**src/rtl/cfgslv_pkg.sv**
```systemverilog
package cfgslv_pkg;
  typedef enum logic [1:0] {
    RX_IDLE    = 2'd0,
    RX_BITS    = 2'd1,
    RX_ACKWAIT = 2'd2,
    RX_ACK     = 2'd3
  } rx_state_t;
endpackage

```
**src/rtl/cfg_sync.sv**
```systemverilog
module cfg_sync #(
  parameter int          W       = 2,
  parameter int          STAGES  = 2,
  parameter logic [W-1:0] RST_VAL = '1
) (
  input  logic         clk,
  input  logic         rst,
  input  logic [W-1:0] d,
  output logic [W-1:0] q
);
  logic [W-1:0] stg [STAGES];

  always_ff @(posedge clk) begin
    if (rst) begin
      for (int k = 0; k < STAGES; k++) stg[k] <= RST_VAL;
    end else begin
      stg[0] <= d;
      for (int k = 1; k < STAGES; k++) stg[k] <= stg[k-1];
    end
  end

  assign q = stg[STAGES-1];
endmodule

```
**src/rtl/cfg_rx_frame.sv**
```systemverilog
module cfg_rx_frame
  import cfgslv_pkg::*;
#(
  parameter logic [6:0] DEV_ADDR  = 7'h69,
  parameter int         HDR_BYTES = 2,
  parameter int         NUM_REG   = 3,
  localparam int        IDX_W     = (NUM_REG > 1) ? $clog2(NUM_REG) : 1
) (
  input  logic             clk,
  input  logic             rst,
  input  logic             scl,
  input  logic             sda,
  output logic             sda_pull,
  output logic             wr_stb,
  output logic [IDX_W-1:0] wr_idx,
  output logic [7:0]       wr_data
);
  localparam int              CNT_W     = $clog2(HDR_BYTES + NUM_REG + 2);
  localparam logic [CNT_W-1:0] FIRST_REG = CNT_W'(HDR_BYTES + 1);
  localparam logic [CNT_W-1:0] LAST_IDX  = CNT_W'(HDR_BYTES + NUM_REG + 1);
  localparam logic [7:0]       ADDR_W    = {DEV_ADDR, 1'b0};

  rx_state_t        state;
  logic             scl_q, sda_q;
  logic [2:0]       bit_cnt;
  logic [CNT_W-1:0] byte_cnt;
  logic [6:0]       shreg;

  logic             start_c, stop_c, rise_c, fall_c, in_regs;
  logic [7:0]       full_byte;
  logic [CNT_W-1:0] reg_off;

  always_comb begin
    start_c   = scl & scl_q & sda_q & ~sda;
    stop_c    = scl & scl_q & ~sda_q & sda;
    rise_c    = scl & ~scl_q;
    fall_c    = ~scl & scl_q;
    full_byte = {shreg, sda};
    in_regs   = (byte_cnt >= FIRST_REG) && (byte_cnt < LAST_IDX);
    reg_off   = byte_cnt - FIRST_REG;
  end

  always_ff @(posedge clk) begin
    if (rst) begin
      state    <= RX_IDLE;
      scl_q    <= 1'b1;
      sda_q    <= 1'b1;
      bit_cnt  <= '0;
      byte_cnt <= '0;
      shreg    <= '0;
      sda_pull <= 1'b0;
      wr_stb   <= 1'b0;
      wr_idx   <= '0;
      wr_data  <= '0;
    end else begin
      scl_q  <= scl;
      sda_q  <= sda;
      wr_stb <= 1'b0;
      if (start_c) begin
        state    <= RX_BITS;
        bit_cnt  <= '0;
        byte_cnt <= '0;
        sda_pull <= 1'b0;
      end else if (stop_c) begin
        state    <= RX_IDLE;
        sda_pull <= 1'b0;
      end else begin
        case (state)
          RX_BITS: begin
            if (rise_c) begin
              shreg   <= {shreg[5:0], sda};
              bit_cnt <= bit_cnt + 3'd1;
              if (bit_cnt == 3'd7) begin
                if (byte_cnt == '0 && full_byte != ADDR_W) begin
                  state <= RX_IDLE;
                end else begin
                  state <= RX_ACKWAIT;
                  if (in_regs) begin
                    wr_stb  <= 1'b1;
                    wr_idx  <= reg_off[IDX_W-1:0];
                    wr_data <= full_byte;
                  end
                end
              end
            end
          end
          RX_ACKWAIT: begin
            if (fall_c) begin
              sda_pull <= 1'b1;
              state    <= RX_ACK;
            end
          end
          RX_ACK: begin
            if (fall_c) begin
              sda_pull <= 1'b0;
              state    <= RX_BITS;
              bit_cnt  <= '0;
              if (byte_cnt != LAST_IDX) byte_cnt <= byte_cnt + 1'b1;
            end
          end
          default: ;
        endcase
      end
    end
  end
endmodule

```
**src/rtl/cfg_gate_map.sv**
```systemverilog
module cfg_gate_map #(
  parameter int  NUM_OUT = 10,
  parameter int  NUM_REG = 3,
  localparam int IDX_W   = (NUM_REG > 1) ? $clog2(NUM_REG) : 1
) (
  input  logic               clk,
  input  logic               rst,
  input  logic               wr_stb,
  input  logic [IDX_W-1:0]   wr_idx,
  input  logic [7:0]         wr_data,
  output logic [NUM_OUT-1:0] en_o
);
  // Outputs 0..7 sit on their own bit number in bytes 0 and 1 (four per
  // byte); outputs past 7 use the top bits of byte 2, lowest at bit 6.
  function automatic int out_reg(input int i);
    return (i < 8) ? (i / 4) : 2;
  endfunction

  function automatic int out_bit(input int i);
    return (i < 8) ? i : (i - 2);
  endfunction

  for (genvar i = 0; i < NUM_OUT; i++) begin : g_out
    localparam int RI = out_reg(i);
    localparam int BI = out_bit(i);
    logic en_q;
    always_ff @(posedge clk) begin
      if (rst) en_q <= 1'b1;
      else if (wr_stb && wr_idx == IDX_W'(RI)) en_q <= wr_data[BI];
    end
    assign en_o[i] = en_q;
  end
endmodule

```
**src/rtl/clk_fanout_cfg.sv**
```systemverilog
module clk_fanout_cfg #(
  parameter logic [6:0] DEV_ADDR    = 7'h69,
  parameter int         HDR_BYTES   = 2,
  parameter int         NUM_REG     = 3,
  parameter int         NUM_OUT     = 10,
  parameter int         SYNC_STAGES = 2
) (
  input  logic               clk,
  input  logic               rst,
  input  logic               scl_i,
  input  logic               sda_i,
  output logic               sda_pull_o,
  input  logic               clk_src_i,
  input  logic               out_en_i,
  output logic [NUM_OUT-1:0] clk_o,
  output logic [NUM_OUT-1:0] clk_oe_o
);
  localparam int IDX_W = (NUM_REG > 1) ? $clog2(NUM_REG) : 1;

  logic [1:0]         line_s;
  logic               wr_stb;
  logic [IDX_W-1:0]   wr_idx;
  logic [7:0]         wr_data;
  logic [NUM_OUT-1:0] en;

  cfg_sync #(.W(2), .STAGES(SYNC_STAGES), .RST_VAL(2'b11)) i_sync (
    .clk (clk),
    .rst (rst),
    .d   ({scl_i, sda_i}),
    .q   (line_s)
  );

  cfg_rx_frame #(.DEV_ADDR(DEV_ADDR), .HDR_BYTES(HDR_BYTES), .NUM_REG(NUM_REG)) i_rx (
    .clk      (clk),
    .rst      (rst),
    .scl      (line_s[1]),
    .sda      (line_s[0]),
    .sda_pull (sda_pull_o),
    .wr_stb   (wr_stb),
    .wr_idx   (wr_idx),
    .wr_data  (wr_data)
  );

  cfg_gate_map #(.NUM_OUT(NUM_OUT), .NUM_REG(NUM_REG)) i_map (
    .clk     (clk),
    .rst     (rst),
    .wr_stb  (wr_stb),
    .wr_idx  (wr_idx),
    .wr_data (wr_data),
    .en_o    (en)
  );

  assign clk_o    = {NUM_OUT{clk_src_i}} & en;
  assign clk_oe_o = {NUM_OUT{out_en_i}};
endmodule

```
**config.mk**
```make
export PLATFORM = sky130hd
export DESIGN_NAME = clk_fanout_cfg
export DESIGN_NICKNAME = d
export VERILOG_FILES = /design/src/rtl/cfgslv_pkg.sv /design/src/rtl/cfg_sync.sv /design/src/rtl/cfg_rx_frame.sv /design/src/rtl/cfg_gate_map.sv /design/src/rtl/clk_fanout_cfg.sv
export SDC_FILE = /design/constraint.sdc
export NUM_CORES = 1
export LEC_CHECK = 0
export ABC_AREA = 1
export BUFFER_PORTS_ARGS = -buffer_cell sky130_fd_sc_hd__buf_2
export CORE_ASPECT_RATIO = 1.25
export CORE_MARGIN = 2
export CORE_UTILIZATION = 50
export CTS_BUF_LIST = sky130_fd_sc_hd__clkbuf_8
export CTS_CLUSTER_SIZE = 40
export DETAILED_ROUTE_END_ITERATION = 16
export MAX_ROUTING_LAYER = met4
export PLACE_DENSITY_LB_ADDON = 0.15
export REMOVE_ABC_BUFFERS = 1
export SYNTH_ARGS = -nofsm -noshare
export SYNTH_HDL_FRONTEND = slang
export SYNTH_SLANG_ARGS = --single-unit
```
**constraint.sdc**
```tcl
create_clock -name clk -period 4.1 [get_ports clk]
set_input_delay 0 -clock clk [delete_from_list [all_inputs] [get_ports clk]]
set_output_delay 0 -clock clk [all_outputs]
set_load 0.05 [all_outputs]
```
==> flow_summary.toml, run 1 <==
[worst_setup_path]
worstSetupEndpointType = "register"
critPathArrivalTime_ps = 2110
cp.required_ps = 4290
critPathLaunch = "i_rx.state[1]"
r2r-start = "i_rx.state[1]"
cp-start-kind = "register"
path_max_fanout = 21
crit_type = "reg -> reg"

[clock_network]
insertion_delay_ps = 290
cts_made_buffers = 5
h-tree-depth = 2
cts-root-buf = "clkbuf_8"
clkTransAtPathRegs_ps = 80
cts_resized = 0
cts_tree = "done"
clockBufferDepth = 2
cts.sinks = 43

[final_layout]
nNetsFinal = 311
antenna_cells = 0
syn_to_final_growth_pct = 8.27
drive_above_1_share_pct = 11.9

[synthesis]
synth_top_area_share_pct = 41.2
synth-simple-area-share_pct = 26.7
yosys.area_share.adder_pct = 6.00
synth_mux_area_share_pct = 0
syn-mean-instance-area_um2 = 7.27
synth_seq_cells = 43
synth_compound_area_share_pct = 11.6
yosysUniqueCellTypes = 26
netlist_area_mm2 = 0.00209
ys_warn_count = 0
netlist_top_cells_area = "dfxtp_1, nand2_1, inv_1"
synth_top_family_by_area = "simple AND/OR/NAND/NOR gates"
ys_seq_area_share_pct = 41.2
synth_top_cell_by_area = "dfxtp_1"
synthCells = 287
synth_xor_area_share_pct = 0

[timing]
finalHoldViolCount = 0
min_period_ps = 1910
drv_slew = 0
slew_headroom_pct = 42.8
rsz0062_at_grt = "false"
finalSetupViolations = 0
whs_ps = 0.800
fin_tns_setup_ps = 0
period_share_pct = 46.7
tightest_slew_ps = 856
fmax_ghz = 0.522
skew_ps = 6.43

[min_path]
min_from = "out_en_i"
min_path_type = "in -> out"

[detailed_routing]
wl_um = 3480
dr_wl_met3_um = 97
first_pass_iters = 4
dr.first_iter.drc_count = 54
vias = 1653
postRouteAntennaNets = 0
wl_met2_um = 1760
route.detailed.drc = 0
drt-met1-wl_um = 1560
maxUsedRoutingLayer = "met4"
via_per_inst = 4.71
wire_per_inst_um = 9.91

[grt]
grt_pass1_wl_um = 6040
grt_pass1_vias = 1415
grt_max_degree = 32
antenna_found_initial = 0
grt_usage_pct = 17.2
gr-total-overflow = 0

[floorplan]
start_util_pct = 51.7
num_rows = 26
io_pins = 27
die-area_mm2 = 0.00471
chipWidth_um = 61.8
core-area_mm2 = 0.00403
fp.dieH_um = 76.2

[placement]
gp_congestion = 0.772
io_buffers = 15
dp_hpwl_um = 2450

[outcome]
outcome = "complete, no violations"

[power_and_ir_drop]
p_leak_nw = 1.06
power.total_mw = 0.836
max-vdd-ir-drop_mv = 0.268
p_per_area_mw_per_mm2 = 370

[flow_run]
drv_cap = 0
## timing repair
item	CTS	global route
setup endpoints to repair	0	0
hold buffers	5	0
endpoints found under the hold margin	5	0
buffers inserted	0	0
## power breakdown
part	internal (mW)	switching (mW)	total, mW
logic	0.0317	0.0613	0.0930
registers	0.425	0.00530	0.431
clock network	0.176	0.136	0.312
## synthesized netlist by cell type
master,count
buf_1,1
nand3b_1,1
dfxtp_1,43
nor2_4,1
or2_2,5
buf_2,3
a21oi_1,26
nor2_1,21
clkbuf_1,3
o21bai_1,2
o21ai_0,12
a22oi_1,1
a21oi_4,1
nand2_1,61
buf_4,10
nor3_1,4
clkbuf_2,1
buf_6,2
nand2_2,2
inv_2,2
ha_1,10
inv_1,43
nand4_1,4
nand3_1,26
o211ai_2,1
nor3b_2,1
## per-layer routing
metal	track usage, %	up-vias
li1	-	904
met1	20.1	723
met5	-	-
met4	8.09	0
met2	26.6	21
met3	4.75	5
## worst max-delay path, cell delays in order (launching register included)
cell     delay (ps)
dfxtp_1         330
inv_1           100
ha_1            230
inv_1           100
nor2_4          270
nand2_2         100
a21oi_4         430
nand3_1         140
nand2_1          80
nor2_1           50
## cell families after synthesis
group	Yosys count
and+or+nand+nor	126
buffers and inverters	65
AOI/OAI and AO/OA	43
DFF	43
adders and majority gates	10
## state kept, by name, indices dropped and copies added (netlist names), 2 cells and up
register	count
i_rx.state	2
i_sync.stg	4
i_rx.shreg	7
i_rx.wr_data	8
i_map.g_out.en_q	10
i_rx.wr_idx	2
i_rx.byte_cnt	3
i_rx.bit_cnt	3
## path summary, 6_finish.rpt
kind / end / depth (start not counted) / slack [ps]
min reg2reg: i_sync.stg[0][3] / 1 / 410
min: clk_oe_o[9] / 0 / 0.8
max reg2reg: i_rx.wr_data[7] / 9 / 2190
max: i_rx.wr_data[7] / 9 / 2190
## layout by cell type, fill, tap and decap left out, drive strengths merged, types with 4 or more instances in the layout
cell,Yosys,routed
a21oi,27,27
buf,16,16
clkbuf,4,5
dfxtp,43,43
dlygate4sd3,0,5
ha,10,10
inv,45,46
nand2,63,63
nand3,26,26
nand4,4,4
nor2,22,22
nor3,4,4
o21ai,12,12
or2,5,5
## final cells by class
type / count / area [um2]
Timing Repair Buffer: 21 / 133
Clock inverter: 2 / 33.8
Tap cell: 56 / 70.1
Multi-Input combinational cell: 179 / 925
Inverter: 45 / 169
Sequential cell: 43 / 861
Clock buffer: 5 / 68.8
Fill cell: 414 / 1770
## through the flow
stage / instances / util, % / setup slack, ps / instance area [um2]
after floorplan: 267 / - / 2410 / 1950
after global placement: 339 / 52.2 / 2230 / 2110
after detailed placement: 339 / 52.2 / 2180 / 2110
after CTS: 351 / 56.0 / 2170 / 2260
after global routing: 351 / 56.0 / 1930 / 2260
final: 351 / 56.0 / 2190 / 2260
Power figures use the tool's default switching activity.
==> run 2, diff against run 1 <==
==> constraint.sdc (replaced) <==
create_clock -name clk -period 1.83 [get_ports clk]
set_input_delay 0 -clock clk [delete_from_list [all_inputs] [get_ports clk]]
set_output_delay 0 -clock clk [all_outputs]
set_load 0.05 [all_outputs]
==> run 2 against run 1 <==
Effect of this change: sequential power up 120%; clock power grew 91%; highest routed layer unchanged; sequential share of layout area shrank 0.70 points; count of clock-buffer cells in the layout is 1 higher; routed wire length up 1.8%; critical path type unchanged.
==> flow_summary.toml, run 2 (synthesis results as in run 1) <==
[outcome]
outcome = "complete, no violations"

[final_layout]
layout_common_cells = "nand2_1, inv_1, dfxtp_1"
nFillCells = 431
drive_above_1_share_pct = 14.0
design_area_mm2 = 0.00230
layout_commonest_cell = "nand2_1"
nNetsFinal = 317
top_regs = "i_map.g_out.en_q (10), i_rx.wr_data (8), i_rx.shreg (7)"
multi_input_area_um2 = 925
largest_reg_flops = 10
seqCellArea_um2 = 861
antenna_cells = 0
largest_register = "i_map.g_out.en_q"
syn_to_final_growth_pct = 10.3

[detailed_routing]
dr.first_iter.drc_count = 62
vias = 1712
route.detailed.drc = 0
first_pass_iters = 4
wire_per_inst_um = 9.92
postRouteAntennaNets = 0
via_per_inst = 4.80
wl_um = 3540

[timing]
fmax_ghz = 0.646
tightest_slew_ps = 309
finalSetupViolations = 0
rsz0062_at_grt = "false"
drv_slew = 0
fin_tns_setup_ps = 0
slew_headroom_pct = 79.3
min_period_ps = 1550
whs_ps = 0.800
finalHoldViolCount = 0
period_share_pct = 84.6
skew_ps = 5.01

[power_and_ir_drop]
max-vdd-ir-drop_mv = 0.391
power_frac_clock_pct = 33.6
seqPwrFrac_pct = 54.6
sw_frac_of_total_pct = 25.4
internal_power_mw = 1.32
p_sw_mw = 0.449
power.total_mw = 1.77
comb_power_share_pct = 11.8
p_leak_nw = 1.08
p_per_area_mw_per_mm2 = 769

[grt]
gr-total-overflow = 0
busiest_layer = "met2"
use_met1_pct = 19.7
grt_util_met3_pct = 3.23
grt_usage_pct = 17.9
antenna_found_initial = 0
grt_use_met2_pct = 29.1
grt_max_degree = 31
grt_pass1_vias = 1539
grt_pass1_wl_um = 6290

[min_path]
min_from = "out_en_i"
min_path_type = "in -> out"

[worst_setup_path]
worstSetupEndpointType = "register"
cp.required_ps = 2020
crit_type = "reg -> reg"
slowest_delay_ps = 360
critPathLaunch = "i_rx.bit_cnt[0]"
crit_buf_inv = 2
cp-start-kind = "register"
crit_path_top_delay_cell = "dfxtp_1"
cp_common_cell = "ha_1"
crit_chain = "ha_1, ha_1, inv_1, a21oi_1, nand2_2, a21oi_4, buf_12, nand3_1, nand2_1, nor2_1"
crit_family = "flip-flops"
path_max_fanout = 21
critPathArrivalTime_ps = 1740
r2r-start = "i_rx.bit_cnt[0]"

[placement]
io_buffers = 15
place_area_mm2 = 0.00216
gp_congestion = 0.866
dp_hpwl_um = 2580

[clock_network]
postCtsSetupBuffers = 0
insertion_delay_ps = 290
cts_made_buffers = 5
clkTransAtPathRegs_ps = 70
clockBufferDepth = 2
cts.sinks = 43
h-tree-depth = 2
cts_tree = "done"
cts-root-buf = "clkbuf_8"

[floorplan]
chipWidth_um = 61.8
num_rows = 26
io_pins = 27
core-area_mm2 = 0.00403
start_util_pct = 51.7
fp.dieH_um = 76.2
die-area_mm2 = 0.00471

[flow_run]
drv_cap = 0
==> run 2: worst register-to-register path, delay by kind of cell (launching register included) <==
kind	cells	cell delay, ps
buffers and inverters	2	220
flip-flops	1	360
AO/OA/AOI/OAI	2	280
AND/OR/NAND/NOR	4	280
adder cells (fa/ha/maj)	2	300
==> run 2: power groups by stage <==
stage,clock network (mW),logic (mW),registers (mW)
finish,0.595,0.210,0.965
global route,0.659,0.238,0.968
CTS,0.621,0.212,0.965
detailed placement,0,0.203,0.987
global placement,0,0.203,0.987
floorplan,0,0.157,0.986
==> run 2: metal layers <==
metal / share of wire, % / up-vias
met5: 0 / -
met4: 3.0 / 0
met3: 2.7 / 9
met2: 51 / 30
met1: 43 / 755
li1: - / 918
==> run 2: layout make-up <==
type	count	area share, %
Sequential cell	43	37.4
Clock buffer	6	3.59
Tap cell	56	3.04
Inverter	45	7.34
Clock inverter	1	0.217
Timing Repair Buffer	27	8.26
Multi-Input combinational cell	179	40.2
==> run 2: through the flow <==
stage | setup slack [ps] | util, % | instances
after detailed placement | 286 | 53.7 | 345
after global routing | 98.2 | 57.1 | 357
after global placement | 296 | 53.7 | 345
after CTS | 269 | 57.1 | 357
after floorplan | 138 | - | 267
final | 282 | 57.1 | 357
==> run 2: repair_timing <==
item,in CTS,in global routing
hold buffers,5,0
gates resized for setup,0,0
hold endpoints to repair,5,0
==> run 2: final timing paths <==
| check | end | slack (ps) | cells past startpoint |
|---|---|---|---|
| max | i_rx.wr_data[2] | 280 | 10 |
| min | clk_oe_o[9] | 0.8 | 0 |
| max reg2reg | i_rx.wr_data[2] | 280 | 10 |
| min reg2reg | i_sync.stg[0][2] | 410 | 1 |
==> run 3, diff against run 2 <==
--- a/config.mk
+++ b/config.mk
@@ -5,7 +5,7 @@
 export SDC_FILE = /design/constraint.sdc
 export NUM_CORES = 1
 export LEC_CHECK = 0
-export ABC_AREA = 1
+export ABC_AREA = 0
 export BUFFER_PORTS_ARGS = -buffer_cell sky130_fd_sc_hd__buf_2
 export CORE_ASPECT_RATIO = 1.25
 export CORE_MARGIN = 2
==> constraint.sdc (replaced) <==
create_clock -name clk -period 1.4 [get_ports clk]
set_input_delay 0 -clock clk [delete_from_list [all_inputs] [get_ports clk]]
set_output_delay 0 -clock clk [all_outputs]
set_load 0.05 [all_outputs]
==> run 3 against run 2 <==
Effect of this change: maximum frequency shrank 4.6%; combinational power grew 61%; critical endpoint is now i_rx.state[1]; first-iteration DRC count shrank 37%; highest routed layer unchanged; the flow now finishes with violations (setup timing); die area shrank 0.34%; routed wire length grew 28%; power grew 33%; final area grew 16%; hold slack is essentially flat; setup slack lost 500 ps.
==> flow_summary.toml, run 3 <==
[grt]
grt_pass1_vias = 1626
grt_max_degree = 43
grt_pass1_wl_um = 7110
grt_usage_pct = 20.8
antenna_found_initial = 0
gr-total-overflow = 0

[synthesis]
synthCells = 216
synth_top_area_share_pct = 41.4
synth_top_cell_by_area = "dfxtp_1"
synth_ff_type = "dfxtp_1"
synthTopCellsByCount = "dfxtp_1, mux2i_1, nand2b_1"
ys_warn_count = 0
yosysUniqueCellTypes = 40
syn-mean-instance-area_um2 = 9.63
netlist_top_cells_area = "dfxtp_1, mux2i_1, ha_1"
yosysMostFrequentCell = "dfxtp_1"
synth_seq_cells = 43
netlist_area_mm2 = 0.00208
ys_seq_area_share_pct = 41.4
asyncSetResetFlopFracSynth_pct = 0
synth_edf_count = 0

[detailed_routing]
first_pass_iters = 4
postRouteAntennaNets = 0
route.detailed.drc = 0
vias = 1606
wire_per_inst_um = 14.2
via_per_inst = 5.05
dr.first_iter.drc_count = 39
wl_um = 4520

[floorplan]
chipWidth_um = 61.7
start_util_pct = 51.6
num_rows = 26
io_pins = 27
die-area_mm2 = 0.00469
fp.dieH_um = 76.1
core-area_mm2 = 0.00403

[timing]
rsz0062_at_grt = "true"
finalSetupViolations = 26
fmax_ghz = 0.616
min_period_ps = 1620
whs_ps = 0.799
fin_ws_ps = -222
slew_headroom_pct = 56.9
tightest_slew_ps = 646
drv_slew = 0
finalHoldViolCount = 0
skew_ps = 4.96
period_share_pct = 116

[final_layout]
post-route-util_pct = 66.3
layout_commonest_cell = "dfxtp_1"
top_regs = "i_map.g_out.en_q (10), i_rx.wr_data (8), i_rx.shreg (7)"
drive_above_1_share_pct = 37.8
layout_common_cells = "dfxtp_1, buf_4, mux2i_1"
syn_to_final_growth_pct = 28.7
largest_register = "i_map.g_out.en_q"
antenna_cells = 0
nFillCells = 341
nNetsFinal = 277
largest_reg_flops = 10

[power_and_ir_drop]
max-vdd-ir-drop_mv = 0.715
p_leak_nw = 1.12
p_per_area_mw_per_mm2 = 877

[worst_setup_path]
cp_common_cell = "a211oi_2"
cp-start-kind = "register"
crit_path_top_delay_cell = "or4b_4"
crit_buf_inv = 1
slowest_delay_ps = 480
crit_family = "simple AND/OR/NAND/NOR gates"
path_max_fanout = 4
crit_chain = "buf_6, ha_4, or4b_4, o211a_1, a211oi_2, a211oi_2"
worstSetupEndpointType = "register"
crit_type = "reg -> reg"
cp.required_ps = 1590
critPathArrivalTime_ps = 1810

[placement]
dp_hpwl_um = 3080
dp_slack_ps = -351
gp_congestion = 0.855
io_buffers = 15

[outcome]
violations = "setup timing"
outcome = "finished with violations"

[flow_run]
drv_cap = 0

[clock_network]
clockBufferDepth = 2
h-tree-depth = 2
clkTransAtPathRegs_ps = 80
cts_tree = "done"
insertion_delay_ps = 290
cts_made_buffers = 5
cts-root-buf = "clkbuf_8"
cts.sinks = 43

[min_path]
min_path_type = "in -> out"
## run 3: cell types whose count changed after synthesis, moves of 3 or more
cell and delta:
nand3b_1 +4, and2_1 +10, nand2b_1 +19, nand4_1 -4, mux2i_1 +22, nor2_1 -3, o21ai_0 -12, a211o_1 +4
nand3_1 -24, a21oi_1 -19, nand2_1 -51, inv_1 -33, nor2b_1 +3
## run 3: cell type report
cell class | instances | area, um2 | share of cell area [%]
multi-input cells | 144 | 1170 | 43.9
flip-flops and latches | 43 | 870 | 32.5
repair buffers | 57 | 434 | 16.2
well taps | 56 | 70.1 | 2.62
clock buffers | 5 | 68.8 | 2.57
inverters | 10 | 42.5 | 1.59
clock inverters | 3 | 16.3 | 0.608
## run 3: cells by family after synthesis
family | Yosys count | share of synthesized area, %
XOR/XNOR | 2 | 0.843
multiplexers | 23 | 11.1
AND/OR/NAND/NOR | 84 | 23.1
AO/OA/AOI/OAI | 25 | 9.27
adder cells (fa/ha/maj) | 10 | 6.02
buffers and inverters | 29 | 8.24
flip-flops | 43 | 41.4
## run 3: report_power, final
group | total (mW) | internal [mW] | switching, mW
sequential | 1.26 | 1.24 | 0.0193
combinational | 0.338 | 0.153 | 0.184
clock | 0.754 | 0.341 | 0.412
## run 3: per-stage QoR
stage                     power [mW]  setup TNS [ps]  std cells  cell area [um2]
after floorplan                 1.44           -7340        197             1950
after global placement          1.52           -2380        300             2330
after detailed placement        1.54           -4510        300             2330
after CTS                       2.35           -1960        315             2600
after global routing            2.44           -4630        318             2680
final                           2.35           -2950        318             2680
## run 3: timing repair
action,in CTS,in global routing
endpoints found under the setup margin,25,26
hold buffers,2,0
pin swaps,8,9
endpoints found under the hold margin,2,0
gates resized for setup,29,14
buffers inserted,6,4
## run 3: path summary, 6_finish.rpt
kind / start / to / slack [ps] / depth (start not counted)
worst min register to register: i_sync.stg[0][1] / i_sync.stg[0][3] / 410 / 1
worst max register to register: i_rx.state[0] / i_rx.state[1] / -220 / 6
worst max-delay path: i_rx.state[0] / i_rx.state[1] / -220 / 6
worst min-delay path: out_en_i / clk_oe_o[9] / 0.8 / 0
## run 3: worst reg2reg max path: cells and delay by family, from the launching register on
family	cells	cell delay, ps
DFF	1	370
and+or+nand+nor	1	480
buffers and inverters	1	130
adders and majority gates	1	170
AOI/OAI and AO/OA	3	370
## run 3: layer usage
layer	vias up	part of all wire, %	wire length (um)	track usage (%)
met4	0	3.6	165	9.36
met3	13	2.9	132	4.92
met5	-	0	0	-
met2	38	56	2530	36.8
met1	743	37	1690	20.3
li1	812	-	-	-
